## src/rtl/mel_pkg.sv

```systemverilog
package mel_pkg;

    typedef enum logic {
        LOG_OPEN   = 1'b0,
        LOG_LOCKED = 1'b1
    } lock_state_t;

    localparam int unsigned REG_IDX_W   = 2;
    localparam logic [1:0]  IDX_STATUS  = 2'd0;
    localparam logic [1:0]  IDX_ENABLE  = 2'd1;
    localparam logic [1:0]  IDX_LADDR   = 2'd2;
    localparam logic [1:0]  IDX_LINFO   = 2'd3;
    localparam int unsigned NUM_KINDS   = 2;

endpackage

```

## src/rtl/mel_status.sv

```systemverilog
module mel_status
    import mel_pkg::*;
#(
    parameter int unsigned ADDR_W = 32,
    parameter int unsigned ATTR_W = 8
) (
    input  logic                 clk,
    input  logic                 rst_n,
    input  logic                 ev_corr,
    input  logic                 ev_uncorr,
    input  logic [ADDR_W-1:0]    ev_addr,
    input  logic [ATTR_W-1:0]    ev_attr,
    input  logic [NUM_KINDS-1:0] clr_mask,
    output logic [NUM_KINDS-1:0] status,
    output logic [ADDR_W-1:0]    log_addr,
    output logic [ATTR_W-1:0]    log_attr,
    output logic                 log_type,
    output lock_state_t          lock_state
);

    lock_state_t          state_q, state_d;
    logic [NUM_KINDS-1:0] status_q, status_d;
    logic                 any_ev;
    logic                 capture;

    // Set has priority over clear
    always_comb begin
        any_ev   = ev_corr | ev_uncorr;
        status_d = (status_q & ~clr_mask) | {ev_uncorr, ev_corr};
    end

    // State register
    always_ff @(posedge clk or negedge rst_n) begin
        if (!rst_n) state_q <= LOG_OPEN;
        else        state_q <= state_d;
    end

    // Transitions: CAPTURE, HOLD, RELEASE
    always_comb begin
        state_d = state_q;
        capture = 1'b0;
        unique case (state_q)
            LOG_OPEN: begin
                if (any_ev) begin
                    capture = 1'b1;
                    state_d = LOG_LOCKED;
                end
            end
            LOG_LOCKED: begin
                if (status_d == '0) state_d = LOG_OPEN;
            end
            default: state_d = LOG_OPEN;
        endcase
    end

    // Outputs: status bits and captured log
    always_ff @(posedge clk or negedge rst_n) begin
        if (!rst_n) begin
            status_q <= '0;
            log_addr <= '0;
            log_attr <= '0;
            log_type <= 1'b0;
        end else begin
            status_q <= status_d;
            if (capture) begin
                log_addr <= ev_addr;
                log_attr <= ev_attr;
                log_type <= ev_uncorr;
            end
        end
    end

    assign status     = status_q;
    assign lock_state = state_q;

endmodule

```

## src/rtl/mel_regs.sv

```systemverilog
module mel_regs
    import mel_pkg::*;
#(
    parameter int unsigned ADDR_W = 32,
    parameter int unsigned ATTR_W = 8,
    parameter int unsigned DATA_W = 32
) (
    input  logic                 clk,
    input  logic                 rst_n,
    input  logic                 reg_wr,
    input  logic [REG_IDX_W-1:0] reg_idx,
    input  logic [DATA_W-1:0]    reg_wdata,
    input  logic [NUM_KINDS-1:0] status,
    input  logic [ADDR_W-1:0]    log_addr,
    input  logic [ATTR_W-1:0]    log_attr,
    input  logic                 log_type,
    output logic [NUM_KINDS-1:0] clr_mask,
    output logic [NUM_KINDS-1:0] enable,
    output logic [DATA_W-1:0]    reg_rdata,
    output logic                 irq
);

    logic [NUM_KINDS-1:0] enable_q;
    logic [NUM_KINDS-1:0] pending;

    always_ff @(posedge clk or negedge rst_n) begin
        if (!rst_n)                             enable_q <= '0;
        else if (reg_wr && reg_idx == IDX_ENABLE) enable_q <= reg_wdata[NUM_KINDS-1:0];
    end

    always_comb begin
        clr_mask = (reg_wr && reg_idx == IDX_STATUS) ? reg_wdata[NUM_KINDS-1:0] : '0;
        unique case (reg_idx)
            IDX_STATUS: reg_rdata = DATA_W'(status);
            IDX_ENABLE: reg_rdata = DATA_W'(enable_q);
            IDX_LADDR:  reg_rdata = DATA_W'(log_addr);
            IDX_LINFO:  reg_rdata = DATA_W'({log_type, log_attr});
            default:    reg_rdata = '0;
        endcase
    end

    for (genvar k = 0; k < NUM_KINDS; k++) begin : g_pend
        assign pending[k] = status[k] & enable_q[k];
    end

    assign irq    = |pending;
    assign enable = enable_q;

endmodule

```

## src/rtl/mel_cpl.sv

```systemverilog
module mel_cpl #(
    parameter int unsigned SIG_W    = 4,
    parameter logic [SIG_W-1:0] NULL_SIG = '1
) (
    input  logic             clk,
    input  logic             rst_n,
    input  logic             cpl_valid,
    input  logic             cpl_uncorr,
    input  logic             cpl_ignore,
    input  logic [SIG_W-1:0] cpl_sig,
    output logic             out_valid,
    output logic             out_data_err,
    output logic [SIG_W-1:0] out_sig
);

    logic suppress;

    always_comb suppress = cpl_uncorr & cpl_ignore;

    always_ff @(posedge clk or negedge rst_n) begin
        if (!rst_n) begin
            out_valid    <= 1'b0;
            out_data_err <= 1'b0;
            out_sig      <= '0;
        end else begin
            out_valid <= cpl_valid;
            if (cpl_valid) begin
                out_data_err <= cpl_uncorr & ~cpl_ignore;
                out_sig      <= suppress ? NULL_SIG : cpl_sig;
            end else begin
                out_data_err <= 1'b0;
                out_sig      <= '0;
            end
        end
    end

endmodule

```

## src/rtl/mel_err_logger.sv

```systemverilog
module mel_err_logger
    import mel_pkg::*;
#(
    parameter int unsigned ADDR_W = 32,
    parameter int unsigned ATTR_W = 8,
    parameter int unsigned DATA_W = 32,
    parameter int unsigned SIG_W  = 4
) (
    input  logic                 clk,
    input  logic                 rst_n,
    input  logic                 ev_corr,
    input  logic                 ev_uncorr,
    input  logic [ADDR_W-1:0]    ev_addr,
    input  logic [ATTR_W-1:0]    ev_attr,
    input  logic                 reg_wr,
    input  logic [1:0]           reg_idx,
    input  logic [DATA_W-1:0]    reg_wdata,
    output logic [DATA_W-1:0]    reg_rdata,
    output logic                 irq,
    input  logic                 cpl_valid,
    input  logic                 cpl_uncorr,
    input  logic                 cpl_ignore,
    input  logic [SIG_W-1:0]     cpl_sig,
    output logic                 out_valid,
    output logic                 out_data_err,
    output logic [SIG_W-1:0]     out_sig
);

    localparam logic [SIG_W-1:0] NULL_CODE = '1;

    logic [NUM_KINDS-1:0] status_w;
    logic [NUM_KINDS-1:0] clr_w;
    logic [NUM_KINDS-1:0] enable_w;
    logic [ADDR_W-1:0]    log_addr_w;
    logic [ATTR_W-1:0]    log_attr_w;
    logic                 log_type_w;
    lock_state_t          lock_w;

    mel_status #(.ADDR_W(ADDR_W), .ATTR_W(ATTR_W)) u_status (
        .clk        (clk),
        .rst_n      (rst_n),
        .ev_corr    (ev_corr),
        .ev_uncorr  (ev_uncorr),
        .ev_addr    (ev_addr),
        .ev_attr    (ev_attr),
        .clr_mask   (clr_w),
        .status     (status_w),
        .log_addr   (log_addr_w),
        .log_attr   (log_attr_w),
        .log_type   (log_type_w),
        .lock_state (lock_w)
    );

    mel_regs #(.ADDR_W(ADDR_W), .ATTR_W(ATTR_W), .DATA_W(DATA_W)) u_regs (
        .clk       (clk),
        .rst_n     (rst_n),
        .reg_wr    (reg_wr),
        .reg_idx   (reg_idx),
        .reg_wdata (reg_wdata),
        .status    (status_w),
        .log_addr  (log_addr_w),
        .log_attr  (log_attr_w),
        .log_type  (log_type_w),
        .clr_mask  (clr_w),
        .enable    (enable_w),
        .reg_rdata (reg_rdata),
        .irq       (irq)
    );

    mel_cpl #(.SIG_W(SIG_W), .NULL_SIG(NULL_CODE)) u_cpl (
        .clk          (clk),
        .rst_n        (rst_n),
        .cpl_valid    (cpl_valid),
        .cpl_uncorr   (cpl_uncorr),
        .cpl_ignore   (cpl_ignore),
        .cpl_sig      (cpl_sig),
        .out_valid    (out_valid),
        .out_data_err (out_data_err),
        .out_sig      (out_sig)
    );

endmodule

```

## config.mk

```make
export PLATFORM = sky130hd
export DESIGN_NAME = mel_err_logger
export DESIGN_NICKNAME = d
export VERILOG_FILES = /design/src/rtl/mel_pkg.sv /design/src/rtl/mel_status.sv /design/src/rtl/mel_regs.sv /design/src/rtl/mel_cpl.sv /design/src/rtl/mel_err_logger.sv
export SDC_FILE = /design/constraint.sdc
export NUM_CORES = 1
export LEC_CHECK = 0
export BUFFER_PORTS_ARGS = -buffer_cell sky130_fd_sc_hd__buf_2
export CAP_MARGIN = 20
export CORE_ASPECT_RATIO = 0.9
export CORE_UTILIZATION = 41
export DETAILED_ROUTE_END_ITERATION = 10
export PLACE_DENSITY = 0.85
export SYNTH_ARGS = -nofsm -noshare
export SYNTH_HDL_FRONTEND = slang
export SYNTH_HIERARCHICAL = 1
export SYNTH_SLANG_ARGS = --single-unit
export TNS_END_PERCENT = 1
```

## constraint.sdc

```tcl
create_clock -name clk -period 1.1 [get_ports clk]
set_clock_uncertainty 0.1 [all_clocks]
set_input_delay 0.055 -clock clk [delete_from_list [all_inputs] [get_ports clk]]
set_output_delay 0.055 -clock clk [all_outputs]
set_load 0.01 [all_outputs]
```

==> results.yml <==
status:
  status: "finished, violations left"
  violations: "design-rule violations, negative setup slack"
timing:
  rsz0062_at_grt: "yes"
  setup_slack_ns: -0.361
  setup_viol: 69
  hold_viol_final: 0
  max_freq_mhz: 684
  whs_ns: 0.0267
  post-route-min-period_ns: 1.46
  drv_slew: 0
  worstMarginPinSlew_ns: 0.272
  slew_headroom_pct: 81.9
  finalSetupTns_ns: -9.83
  fin_crit_sh_pct: 133
run:
  cap_violations: 0
critical_path:
  r2r_slack_ns: -0.22
  crit_slowest_cell: "mux4_2"
  start_kind: "flip-flop"
  critical_path.top_delay_family: "multiplexers"
  path_cells: "mux4_2 > buf_2"
  rr_startpoint: "u_status/lock_state$_DFF_PN0_"
  cp.depth: 2
  cp_data_arrival_time_ns: 1.31
  cp_max_fo: 2
  crit_path_max_incr_delay_ns: 0.46
  rr_worst_depth: 3
  crit_end: "reg_rdata[1]"
  path_buf_inv: 1
  cp-end-kind: "output port"
  r2r_end: "u_status/log_addr[23]$_DFFE_PN0P_"
  crit_required_ns: 0.94
  path_class: "flip-flop to output port"
  cp-startpoint: "u_status/log_attr[1]$_DFFE_PN0P_"
cells_and_area:
  final_layout_size_suffix_gt1_share_pct: 55.3
  fill_cells: 412
  stdcell_count: 399
  insertedDiodeCount: 0
  layout.nets: 415
  syn_to_final_growth_pct: 54.9
synthesis:
  synthAdderAreaFrac_pct: 0
  synth_top_family_by_area: "multiplexers"
  synthTopCellsByArea: "dfrtp_1 (52%), mux2_4 (25%), and2_1 (5.8%), mux2i_1 (2.8%), buf_6 (2.3%)"
  ys_ff_latch: 52
  synth-main-ff-cell: "dfrtp_1"
  syn_area_per_cell_um2: 15.3
  synth_nets: 249
  netlist_area_um2: 2490
  synth_xor_xnor_area_share_pct: 0
  netlist_top_cells_count: "dfrtp_1 (52), mux2_4 (42), and2_1 (23), nor2b_1 (9), mux2i_1 (7)"
  yosysMostFrequentCell: "dfrtp_1"
  yosysTopAreaCellShare_pct: 52.2
  synth-simple-area-share_pct: 11.6
  ys_async_sr_fraction_pct: 100
  synth_edf_count: 0
  synth_warnings: 6
  synth_cell_types: 20
  ys_seq_area_share_pct: 52.2
  synth_mux_area_share_pct: 30.2
  synth.largest_area_cell: "dfrtp_1"
  synth_compound_area_share_pct: 2.91
  synth_cells: 163
floorplan:
  die_w_um: 84.2
  io_pins: 125
  fp-row-count: 26
  die_h_um: 76.0
  fp.dieArea_um2: 6400
  fp.coreArea_um2: 5760
  start_util_pct: 43.3
clocking:
  cts_tree: "yes"
  ctsRootBufferMaster: "clkbuf_8"
  clock_latency_ns: 0.30
  cts_made_buffers: 5
  htree_num_levels: 2
  clockBufferDepth: 2
  numClockSinks: 52
  cts.clk_slew.worst_paths_ns: 0.10
global_routing:
  grt_pass1_wl_um: 9920
  grt_start_max_net_pins: 53
  use_met1_pct: 25.1
  antenna_found_initial: 0
  gr-usage-met2_pct: 34.9
  grt-ovfl-total: 0
  busiest_layer: "met2"
  gr-usage-met3_pct: 3.70
  grt.total_usage_pct: 19.8
  first_global_vias: 2063
detailed_routing:
  vias_per_cell: 4.70
  avgRoutedWirePerCell_um: 15.4
  drt_iter0_drc: 68
  wl_um: 6160
  drtPass1Iterations: 7
  detail-route-antenna-nets: 0
  drc: 11
  vias: 1874
power_and_ir_drop:
  vdd_drop_max_mv: 0.696
  p_per_area_nw_per_um2: 1220
  p_leak_nw: 2.05
placed_design:
  dpl.hpwl_um: 3600
  dp.cells: 337
  io_buffers: 94
  place_congestion: 0.708
min_path:
  hp-class: "input port to flip-flop"
where the power goes:
| group | total, mW | internal [mW] | switching, mW |
|---|---|---|---|
| Clock | 1.04 | 0.432 | 0.610 |
| Combinational | 1.25 | 0.850 | 0.401 |
| Sequential | 2.40 | 2.22 | 0.182 |
cells by family after synthesis:
family                 Yosys count
and+or+nand+nor                 41
buffers and inverters           10
DFF                             52
muxes                           51
AOI/OAI and AO/OA                9
cell type report:
cell class / count / area, um2 / area share, %
clock buffer: 5 / 68.8 / 1.78
inverter: 2 / 7.51 / 0.194
tap: 70 / 87.6 / 2.27
timing repair buffer: 167 / 1260 / 32.6
clock inverter: 2 / 12.5 / 0.324
multi-input combinational: 101 / 1130 / 29.2
sequential: 52 / 1300 / 33.7
layer usage:
layer	vias up	share of wire (%)	routed length [um]
met3	5	4.9	299
met4	0	0.65	40
met5	-	0	0
li1	886	-	-
met2	67	49	2990
met1	916	46	2830
sequential cells by signal (all words and copies together) (netlist names):
register / count
u_status/status: 2
u_status/lock_state: 1
u_cpl/out_sig: 4
u_regs/enable: 2
u_status/log_addr: 32
u_status/log_attr: 8
u_cpl/out_valid: 1
u_status/log_type: 1
u_cpl/out_data_err: 1
tightest hold or removal path, delay by kind of cell:
family                 cells  cell delay, ns
buffers and inverters      2            0.24
AND/OR/NAND/NOR            1            0.10
through the flow:
step	power (mW)	worst slack, ns	util, %	instance area [um2]
2_1_floorplan	3.02	-0.132	-	2490
3_3_place_gp	3.40	-0.160	55.2	3180
3_5_place_dp	3.44	-0.199	55.2	3180
4_1_cts	4.68	-0.370	66.0	3800
5_1_grt	4.92	-0.396	67.1	3860
6_report	4.69	-0.361	67.1	3860
how the worst min path moves through the flow:
stage,startpoint,to,cells past startpoint
finish,ev_corr,u_status/status[0]$_DFF_PN0_,3
global route,ev_corr,u_status/status[0]$_DFF_PN0_,3
CTS,ev_corr,u_status/status[0]$_DFF_PN0_,3
detailed placement,rst_n,u_status/log_addr[0]$_DFFE_PN0P_,2
global placement,rst_n,u_status/log_attr[0]$_DFFE_PN0P_,2
floorplan,rst_n,u_cpl/out_data_err$_DFF_PN0_,0
layout by cell type (no fill, tap or decap), types with 2 or more instances in the layout:
cell,synthesis,layout
inv_1,2,2
buf_4,0,14
and4bb_2,2,2
mux2_4,42,42
mux4_2,0,2
mux2i_1,7,7
buf_2,0,88
o21a_1,4,4
nor2b_1,9,9
and2_1,23,17
o21ai_0,3,2
buf_6,5,9
and2_4,1,7
dlygate4sd3_1,0,51
dfrtp_1,52,52
buf_12,0,5
clkbuf_8,0,5
repair_timing:
item                       CTS  global route
setup endpoints to repair   75            77
setup buffers                3             1
gates resized for setup      6            13
hold buffers                51             0
hold endpoints to repair   101             0
pin swaps                    2             0
No activity file was read; power rests on OpenSTA's default activity.
